`src/rtl/dma_arb_pkg.sv`:
```
package dma_arb_pkg;
  localparam int unsigned NUM_CH = 8;
  localparam int unsigned ID_W   = $clog2(NUM_CH);

  typedef enum logic [1:0] {
    SRC_AUTO   = 2'd0,
    SRC_EXT    = 2'd1,
    SRC_PERIPH = 2'd2,
    SRC_OFF    = 2'd3
  } srcKind_e;

  // strobes from control to datapath
  typedef struct packed {
    logic            decValid;
    logic [ID_W-1:0] decIdx;
  } ctrlStrobe_t;
endpackage

```
`src/rtl/dma_arb_dp.sv`:
```
module dma_arb_dp
  import dma_arb_pkg::*;
#(
  parameter int unsigned NCH   = NUM_CH,
  parameter int unsigned CNT_W = 16
) (
  input  logic             clk,
  input  logic             rstN,
  input  logic [NCH-1:0]   cntLoad,
  input  logic [CNT_W-1:0] loadVal,
  input  ctrlStrobe_t      strobe,
  output logic [NCH-1:0]   endFlags,
  output logic [NCH-1:0]   lastXfer
);
  localparam logic [CNT_W-1:0] ONE = CNT_W'(1);

  logic loadZero;
  assign loadZero = (loadVal == '0);

  for (genvar i = 0; i < NCH; i++) begin : g_ch
    logic [CNT_W-1:0] cnt;
    logic             hit;

    assign hit         = strobe.decValid && (strobe.decIdx == ID_W'(i));
    assign lastXfer[i] = (cnt == ONE);

    always_ff @(posedge clk) begin
      if (!rstN) begin
        cnt         <= '0;
        endFlags[i] <= 1'b1;
      end else if (cntLoad[i]) begin
        cnt         <= loadVal;
        endFlags[i] <= loadZero;
      end else if (hit) begin
        cnt <= cnt - ONE;
        if (cnt == ONE) endFlags[i] <= 1'b1;
      end
    end
  end
endmodule

```
`src/rtl/dma_arb_ctrl.sv`:
```
module dma_arb_ctrl
  import dma_arb_pkg::*;
#(
  parameter int unsigned NCH = NUM_CH
) (
  input  logic             clk,
  input  logic             rstN,
  input  logic             masterEn,
  input  logic             nmiFlag,
  input  logic             addrErrFlag,
  input  logic             altMode,
  input  logic             chCount8,
  input  logic [NCH-1:0]   chEnable,
  input  logic [2*NCH-1:0] srcSel,
  input  logic [NCH-1:0]   burstMode,
  input  logic [NCH-1:0]   extReq,
  input  logic [NCH-1:0]   periphReq,
  input  logic [NCH-1:0]   endFlags,
  input  logic [NCH-1:0]   lastXfer,
  input  logic             xferDone,
  output logic             grantValid,
  output logic [ID_W-1:0]  grantId,
  output logic [NCH-1:0]   grantVec,
  output ctrlStrobe_t      strobe
);
  localparam int unsigned HALF    = NCH / 2;
  localparam int unsigned EXT_STD = 2;

  logic           globalOk;
  logic [NCH-1:0] chPresent, extOk, reqRaw, eligible;

  assign globalOk = masterEn && !nmiFlag && !addrErrFlag;

  for (genvar i = 0; i < NCH; i++) begin : g_gate
    localparam bit LOWER_HALF = (i < HALF);
    localparam bit STD_EXT    = (i < EXT_STD);
    srcKind_e kind;

    assign kind         = srcKind_e'(srcSel[2*i +: 2]);
    assign chPresent[i] = !altMode || chCount8 || LOWER_HALF;
    assign extOk[i]     = altMode ? chPresent[i] : STD_EXT;

    always_comb begin
      case (kind)
        SRC_AUTO:   reqRaw[i] = 1'b1;
        SRC_EXT:    reqRaw[i] = extReq[i] && extOk[i];
        SRC_PERIPH: reqRaw[i] = periphReq[i];
        default:    reqRaw[i] = 1'b0;
      endcase
    end

    assign eligible[i] = globalOk && chEnable[i] && !endFlags[i]
                         && chPresent[i] && reqRaw[i];
  end

  // fixed priority, index 0 first
  logic            pickValid;
  logic [ID_W-1:0] pickId;
  always_comb begin
    pickValid = 1'b0;
    pickId    = '0;
    for (int k = NCH - 1; k >= 0; k--) begin
      if (eligible[k]) begin
        pickValid = 1'b1;
        pickId    = ID_W'(k);
      end
    end
  end

  logic finish, release_, keep;
  assign finish   = grantValid && xferDone;
  assign release_ = finish && (lastXfer[grantId] || !burstMode[grantId]);
  assign keep     = eligible[grantId] && !release_;

  always_ff @(posedge clk) begin
    if (!rstN) begin
      grantValid <= 1'b0;
      grantId    <= '0;
    end else if (grantValid) begin
      if (!keep) grantValid <= 1'b0;
    end else if (pickValid) begin
      grantValid <= 1'b1;
      grantId    <= pickId;
    end
  end

  always_comb begin
    grantVec = '0;
    if (grantValid) grantVec[grantId] = 1'b1;
  end

  assign strobe.decValid = finish;
  assign strobe.decIdx   = grantId;
endmodule

```
`src/rtl/dma_arb.sv`:
```
module dma_arb
  import dma_arb_pkg::*;
#(
  parameter int unsigned CNT_W = 16
) (
  input  logic              clk,
  input  logic              rstN,
  input  logic              masterEn,
  input  logic              nmiFlag,
  input  logic              addrErrFlag,
  input  logic              altMode,
  input  logic              chCount8,
  input  logic [NUM_CH-1:0]   chEnable,
  input  logic [2*NUM_CH-1:0] srcSel,
  input  logic [NUM_CH-1:0]   burstMode,
  input  logic [NUM_CH-1:0]   extReq,
  input  logic [NUM_CH-1:0]   periphReq,
  input  logic [NUM_CH-1:0]   cntLoad,
  input  logic [CNT_W-1:0]    loadVal,
  input  logic                xferDone,
  output logic                grantValid,
  output logic [ID_W-1:0]     grantId,
  output logic [NUM_CH-1:0]   grantVec,
  output logic [NUM_CH-1:0]   endFlags
);
  ctrlStrobe_t       strobe;
  logic [NUM_CH-1:0] lastXfer;

  dma_arb_ctrl #(.NCH(NUM_CH)) u_ctrl (
    .clk(clk), .rstN(rstN), .masterEn(masterEn), .nmiFlag(nmiFlag),
    .addrErrFlag(addrErrFlag), .altMode(altMode), .chCount8(chCount8),
    .chEnable(chEnable), .srcSel(srcSel), .burstMode(burstMode),
    .extReq(extReq), .periphReq(periphReq), .endFlags(endFlags),
    .lastXfer(lastXfer), .xferDone(xferDone), .grantValid(grantValid),
    .grantId(grantId), .grantVec(grantVec), .strobe(strobe)
  );

  dma_arb_dp #(.NCH(NUM_CH), .CNT_W(CNT_W)) u_dp (
    .clk(clk), .rstN(rstN), .cntLoad(cntLoad), .loadVal(loadVal),
    .strobe(strobe), .endFlags(endFlags), .lastXfer(lastXfer)
  );
endmodule

```
`config.mk`:
```
export PLATFORM = sky130hd
export DESIGN_NAME = dma_arb
export DESIGN_NICKNAME = d
export VERILOG_FILES = /design/src/rtl/dma_arb_pkg.sv /design/src/rtl/dma_arb_dp.sv /design/src/rtl/dma_arb_ctrl.sv /design/src/rtl/dma_arb.sv
export SDC_FILE = /design/constraint.sdc
export NUM_CORES = 1
export LEC_CHECK = 0
export ABC_CLOCK_PERIOD_IN_PS = 3200
export CORE_UTILIZATION = 40
export CTS_CLUSTER_SIZE = 30
export DETAILED_ROUTE_END_ITERATION = 16
export PLACE_DENSITY = 0.64
export SLEW_MARGIN = 40
export SYNTH_ARGS = -nofsm -noshare
export SYNTH_HDL_FRONTEND = slang
export SYNTH_SLANG_ARGS = --single-unit
export TNS_END_PERCENT = 100
```
`constraint.sdc`:
```
create_clock -name clk -period 3.2 [get_ports clk]
set_clock_uncertainty 0.15 [all_clocks]
set_input_delay 0.96 -clock clk [delete_from_list [all_inputs] [get_ports clk]]
set_output_delay 0.96 -clock clk [all_outputs]
set_load 0.01 [all_outputs]
```
==> impl_metrics.csv, run 1 <==
group,metric,value,unit
job,maxCapViolCount,0,
sta,tns,0,ps
worst_setup_path,r2r_cells,6,
cts,cts_buffer_depth,2,
placed_design,dp_hpwl,18100,um
hold_path,hold_depth,2,
layout,multi_input_area,5170,um2
synth,synth_commonest_cells,"dfxtp_1, nand2_1, nor2_1, o21ai_0, xnor2_1",
die,die_w,146,um
synth,syn_nets,1137,
global_route,use_met2,39.7,%
sta,slew_viol_final,0,
sta,finalCritPeriodShare,98.1,%
routing,drt_first_pass_iters,5,
global_route,antenna_found_initial,0,
layout,fin_nets,1269,
worst_setup_path,worst_ep_arrival_time,2030,ps
cts,holdBufCountCts,0,
layout,seqCellArea,2810,um2
synth,synthesis.area,8310,um2
sta,period_minus_slack,3140,ps
layout,diodes,0,
cts,clkTransAtPathRegs,60,ps
cts,ctsRootBufferMaster,"clkbuf_16",
die,die-area,21400,um2
hold_path,min_path_type,"register to register",
die,die_height,146,um
routing,drt_iter0_drc,491,
global_route,use_met1,32.8,%
sta,finalHoldViolCount,0,
global_route,grt_start_max_net_pins,42,
routing,viasPerCell,5.34,
synth,yosysSeqAreaShare,33.7,%
layout,final_core_util,52.2,%
routing,vias,7772,
worst_setup_path,path_class,"register to output port",
worst_setup_path,cp-startpoint,"u_ctrl.grantId[2]",
cts,cts.htree.levels,4,
die,start_util,40.9,%
layout,syn2layout_area_growth,27.5,%
die,coreArea,20300,um2
placed_design,place_congestion,0.848,
synth,yosys_warnings,0,
power,powerDensity,456,nW/um2
synth,synth_cell_types,68,
status,status,"finished, final reports clean",
synth,synth_edf_count,0,
global_route,grt_pass1_vias,7366,
cts,cts_resized,1,
global_route,grt_use_met3,5.16,%
synth,yosysTopAreaCell,"dfxtp_1",
placed_design,port_buffers,99,
worst_setup_path,critPathLaunchType,"register",
worst_setup_path,crit_path_end_kind,"output port",
routing,drc,0,
hold_path,hold_start,"u_dp.g_ch[1].cnt[4]",
power,p_comb_share,14.3,%
power,p_int,3.59,mW
synth,synth_area_per_cell,7.98,um2
routing,ant_nets,0,
synth,yosysMostFrequentCell,"dfxtp_1",
sta,worstMarginPinSlew,764,ps
routing,routed_wl,25600,um
sta,finalSetupViolCount,0,
synth,ys_async_sr_fraction,0,%
cts,post_cts_buffers,0,
global_route,grt_pass1_wl,40500,um
layout,drive_above_1_share,10.4,%
sta,max-slew-margin-rel,49.0,%
worst_setup_path,cp_max_fo,11,
worst_setup_path,slowest_delay,600,ps
die,io_pins,100,
die,rows,52,
global_route,grtUsageTotal,24.6,%
cts,cts_tree,"yes",
power,irDropWorstVdd,0.000313,V
power,seq_power_share,40.5,%
sta,setup_ws,59.9,ps
cts,insertion_delay,420,ps
global_route,overflow,0,
cts,cts_buffers,17,
power,p_sw,1.25,mW
synth,synth-seq-cells,140,
synth,ys.flop_type,"dfxtp_1",
sta,max_freq,318,MHz
worst_setup_path,cp_slowest_cell,"clkdlybuf4s50_1",
cts,cts_sinks,140,
power,p_leak,4.20,nW
sta,rsz0062_at_grt,"false",
worst_setup_path,r2r_start,"u_dp.g_ch[7].cnt[4]",
synth,synthTopCellsByArea,"dfxtp_1, xnor2_1, o21ai_0",
power,clkPwrFrac,45.2,%
synth,synth_cells,1041,
global_route,busiest_layer,"met2",
placed_design,dp_slack,-123,ps
layout,n_fill_cell,1945,
worst_setup_path,path_cells,"or2_2 > nor2_1 > clkdlybuf4s50_1",
routing,wl_per_cell,17.6,um
power,swShare,25.8,%
synth,synth_top_area_share,33.7,%
worst_setup_path,required,2090,ps
==> kinds of logic after synthesis <==
family	after synthesis	share of synthesized area, %
xor+xnor	112	11.8
simple gates	466	30.0
mux	12	1.61
flops	140	33.7
buf+inv	88	4.02
fa+ha+maj	16	2.41
compound gates	207	16.4
==> layout by cell type (no fill, tap or decap), drive strengths merged, types with 35 or more instances in the layout <==
cell type,count
dfxtp,140
clkdlybuf4s50,98
nand2,94
nor2,94
o21ai,79
buf,72
xnor2,67
nand2b,46
and2,46
xor2,45
a21oi,42
nor4,40
nor3,35
==> path summary, 6_finish.rpt <==
check | slack [ps] | end
max reg2reg | 540 | u_ctrl.grantValid
max | 60 | grantVec[0]
min reg2reg | 360 | u_dp.g_ch[1].cnt[4]
min | 360 | u_dp.g_ch[1].cnt[4]
==> metal layers <==
layer  wire length (um)  share of wire, %
met1              11800                46
met2              11600                45
met3               1610               6.3
met4                601               2.3
met5                  0                 0
==> area by class of cell <==
type,instances,area share (%)
timing repair buffer,170,14.4
multi-input combinational,813,48.8
tap,270,3.19
sequential,140,26.5
inverter,31,1.10
clock buffer,20,4.22
clock inverter,12,1.83
==> power groups by stage <==
stage / clock (mW) / combinational, mW / sequential [mW]
2_1_floorplan: 0 / 0.412 / 1.97
3_3_place_gp: 0 / 0.671 / 1.99
3_5_place_dp: 0 / 0.681 / 2.00
4_1_cts: 2.21 / 0.688 / 1.96
5_1_grt: 2.29 / 0.759 / 1.98
6_report: 2.19 / 0.690 / 1.96
==> worst max-delay path, delay by kind of cell (launching register included) <==
family / cells / cell delay (ps)
buffers and inverters: 1 / 600
and+or+nand+nor: 2 / 610
DFF: 1 / 390
==> sequential cells by signal, indices dropped and copies added, names as in the netlist <==
signal and flops:
u_ctrl.grantId 3, u_ctrl.grantValid 1, u_dp.endFlags 8, u_dp.g_ch.cnt 128
==> metrics by stage <==
stage	cells	cell area, um2	hold slack [ps]	power [mW]
5_1_grt	1456	10600	412	5.03
3_3_place_gp	1424	9950	346	2.66
3_5_place_dp	1424	9950	347	2.68
2_1_floorplan	1041	8310	318	2.38
6_report	1456	10600	363	4.84
4_1_cts	1456	10600	362	4.85
Note: power is estimated with default switching activity, not from simulation.
==> inputs of run 2 (changes only) <==
--- a/config.mk
+++ b/config.mk
@@ -5,11 +5,13 @@
 export SDC_FILE = /design/constraint.sdc
 export NUM_CORES = 1
 export LEC_CHECK = 0
-export ABC_CLOCK_PERIOD_IN_PS = 3200
-export CORE_UTILIZATION = 40
+export ABC_CLOCK_PERIOD_IN_PS = 3000
+export CELL_PAD_IN_SITES_DETAIL_PLACEMENT = 2
+export CELL_PAD_IN_SITES_GLOBAL_PLACEMENT = 2
+export CORE_UTILIZATION = 33
 export CTS_CLUSTER_SIZE = 30
 export DETAILED_ROUTE_END_ITERATION = 16
-export PLACE_DENSITY = 0.64
+export PLACE_DENSITY = 0.84
 export SLEW_MARGIN = 40
 export SYNTH_ARGS = -nofsm -noshare
 export SYNTH_HDL_FRONTEND = slang
==> constraint.sdc (replaced) <==
create_clock -name clk -period 3 [get_ports clk]
set_clock_uncertainty 0.15 [all_clocks]
set_input_delay 0.9 -clock clk [delete_from_list [all_inputs] [get_ports clk]]
set_output_delay 0.9 -clock clk [all_outputs]
set_load 0.01 [all_outputs]
==> run 2 against run 1 <==
The flow now finishes with violations (setup timing). Clock-buffer cell count increased by 2. Critical endpoint is now u_dp.g_ch[5].cnt[6]. Register-to-register slack got worse by 330 ps. Sequential cell count unchanged.
==> impl_metrics.csv, run 2 (same netlist as run 1, synthesis figures left out) <==
group,metric,value,unit
status,status,"complete, but fails checks",
status,violations,"setup timing",
sta,setup_ws,-0.660,ps
power,powerDensity,496,nW/um2
global_route,grt_pass1_vias,9803,
routing,drc,0,
layout,layout_commonest_cell,"dfxtp_1",
worst_setup_path,cp_max_fo,5,
cts,cts.htree.levels,4,
sta,finalCritPeriodShare,100,%
worst_setup_path,slowest_delay,690,ps
power,irDropWorstVdd,0.000301,V
cts,cts_buffers,17,
global_route,grt_pass1_wl,59800,um
global_route,antenna_found_initial,1,
cts,clkTransAtPathRegs,60,ps
die,start_util,33.9,%
cts,insertion_delay,450,ps
sta,max-slew-margin-rel,44.4,%
sta,max_freq,333,MHz
placed_design,dpl.cell_count,1499,
die,die-area,25800,um2
job,maxCapViolCount,0,
cts,cts_buffer_depth,2,
worst_setup_path,cpMostUsedCell,"buf_4",
die,die_height,161,um
sta,slew_viol_final,0,
worst_setup_path,r2r_cells,6,
worst_setup_path,path_class,"input port to register",
worst_setup_path,r2r_start,"u_dp.g_ch[4].cnt[5]",
layout,drive_above_1_share,12.4,%
routing,ant_nets,0,
worst_setup_path,cp_slowest_cell,"clkdlybuf4s50_1",
layout,fin_nets,1291,
cts,ctsRootBufferMaster,"clkbuf_16",
layout,top_register,"u_dp.g_ch.cnt",
hold_path,hold_depth,2,
sta,finalHoldViolCount,0,
layout,reg_top3,"u_dp.g_ch.cnt x128, u_dp.endFlags x8, u_ctrl.grantId x3",
worst_setup_path,crit_path_end_kind,"register",
routing,drt_first_pass_iters,5,
sta,period_minus_slack,3000,ps
die,die_w,161,um
die,io_pins,100,
hold_path,min_path_type,"register to register",
die,rows,57,
layout,final_cell_mix,"dfxtp_1, nand2_1, clkdlybuf4s50_1, buf_4, nor2_1",
layout,syn2layout_area_growth,31.0,%
worst_setup_path,path_cells,"clkdlybuf4s50_1 > nand3b_1 > buf_4 > buf_4 > buf_4 > nor4_1 > xnor2_1 > nor2_1 > a21oi_1 > nor2_1",
placed_design,port_buffers,99,
cts,cts_sinks,140,
worst_setup_path,r2r_setup_slack,210,ps
sta,worstMarginPinSlew,833,ps
routing,wl_per_cell,25.3,um
global_route,grt_start_max_net_pins,40,
worst_setup_path,worst_ep_arrival_time,3130,ps
cts,cts_tree,"yes",
routing,drt_iter0_drc,519,
sta,rsz0062_at_grt,"true",
worst_setup_path,r2r_end,"u_ctrl.grantValid",
global_route,grtUsageTotal,30.8,%
sta,tns,-0.660,ps
layout,largest_reg_flops,128,
routing,viasPerCell,5.77,
power,p_leak,4.37,nW
hold_path,min_to,"u_dp.endFlags[5]",
power,p_total,5.39,mW
placed_design,place_congestion,0.834,
hold_path,hold_start,"u_dp.endFlags[5]",
sta,finalSetupViolCount,1,
layout,diodes,0,
global_route,overflow,0,
placed_design,dp_hpwl,24700,um
worst_setup_path,critPathLaunchType,"input port",
worst_setup_path,required,3130,ps
routing,routed_wl,38800,um
layout,instances_no_fill,1532,
routing,vias,8840,
die,coreArea,24500,um2
==> run 2: layout make-up <==
| cell class | instances | area (um2) |
|---|---|---|
| clock buffer | 22 | 454 |
| clock inverter | 10 | 188 |
| fill | 2764 | 13600 |
| inverter | 31 | 116 |
| multi-input combinational | 813 | 5210 |
| sequential | 140 | 2810 |
| tap | 324 | 405 |
| timing repair buffer | 192 | 1700 |
==> run 2: critical path: cells and delay by family <==
| kind | cells | cell delay (ps) |
|---|---|---|
| buffers and inverters | 4 | 1150 |
| AND/OR/NAND/NOR | 4 | 700 |
| XOR/XNOR | 1 | 190 |
| AO/OA/AOI/OAI | 1 | 190 |
==> run 2: metrics by stage <==
| stage | hold slack [ps] | setup slack [ps] | cell area (um2) | utilization (%) |
|---|---|---|---|---|
| finish | 376 | -0.660 | 10900 | 44.4 |
| global route | 405 | -51.3 | 10900 | 44.4 |
| CTS | 384 | -14.3 | 10900 | 44.3 |
| detailed placement | 349 | -254 | 10200 | 41.5 |
| global placement | 346 | -158 | 10200 | 41.5 |
| floorplan | 318 | 390 | 8310 | - |
==> run 2: layer usage <==
| layer | vias up | wire length, um | GRT usage (%) |
|---|---|---|---|
| li1 | 3959 | - | - |
| met1 | 4486 | 15800 | 36.0 |
| met2 | 296 | 19300 | 53.8 |
| met3 | 99 | 1800 | 5.04 |
| met4 | 0 | 1890 | 16.5 |
| met5 | - | 0 | 0 |
==> run 2: what timing repair did <==
item                                    in CTS  in global routing
gates resized for setup                     10                  7
buffers inserted                             1                  0
pin swaps                                    1                  0
hold endpoints to repair                     0                  0
endpoints found under the setup margin      11                  8
hold buffers                                 0                  0
gates cloned                                 0                  0
==> run 2: how the worst max path moves through the flow <==
| stage | from | endpoint | slack, ps | cells past startpoint |
|---|---|---|---|---|
| after floorplan | nmiFlag | u_ctrl.grantId[0] | 390 | 5 |
| after global placement | xferDone | u_dp.g_ch[7].cnt[12] | -160 | 8 |
| after detailed placement | xferDone | u_dp.g_ch[5].cnt[3] | -250 | 8 |
| after CTS | u_ctrl.grantId[0] | grantVec[4] | -10 | 3 |
| after global routing | u_ctrl.grantId[1] | grantVec[1] | -50 | 4 |
| final | xferDone | u_dp.g_ch[5].cnt[6] | -0.7 | 10 |
==> run 2: report_power, final <==
group          total (mW)  switching, mW  internal (mW)
Sequential           2.11          0.135           1.98
Combinational       0.842          0.469          0.372
Clock                2.44          0.940           1.50
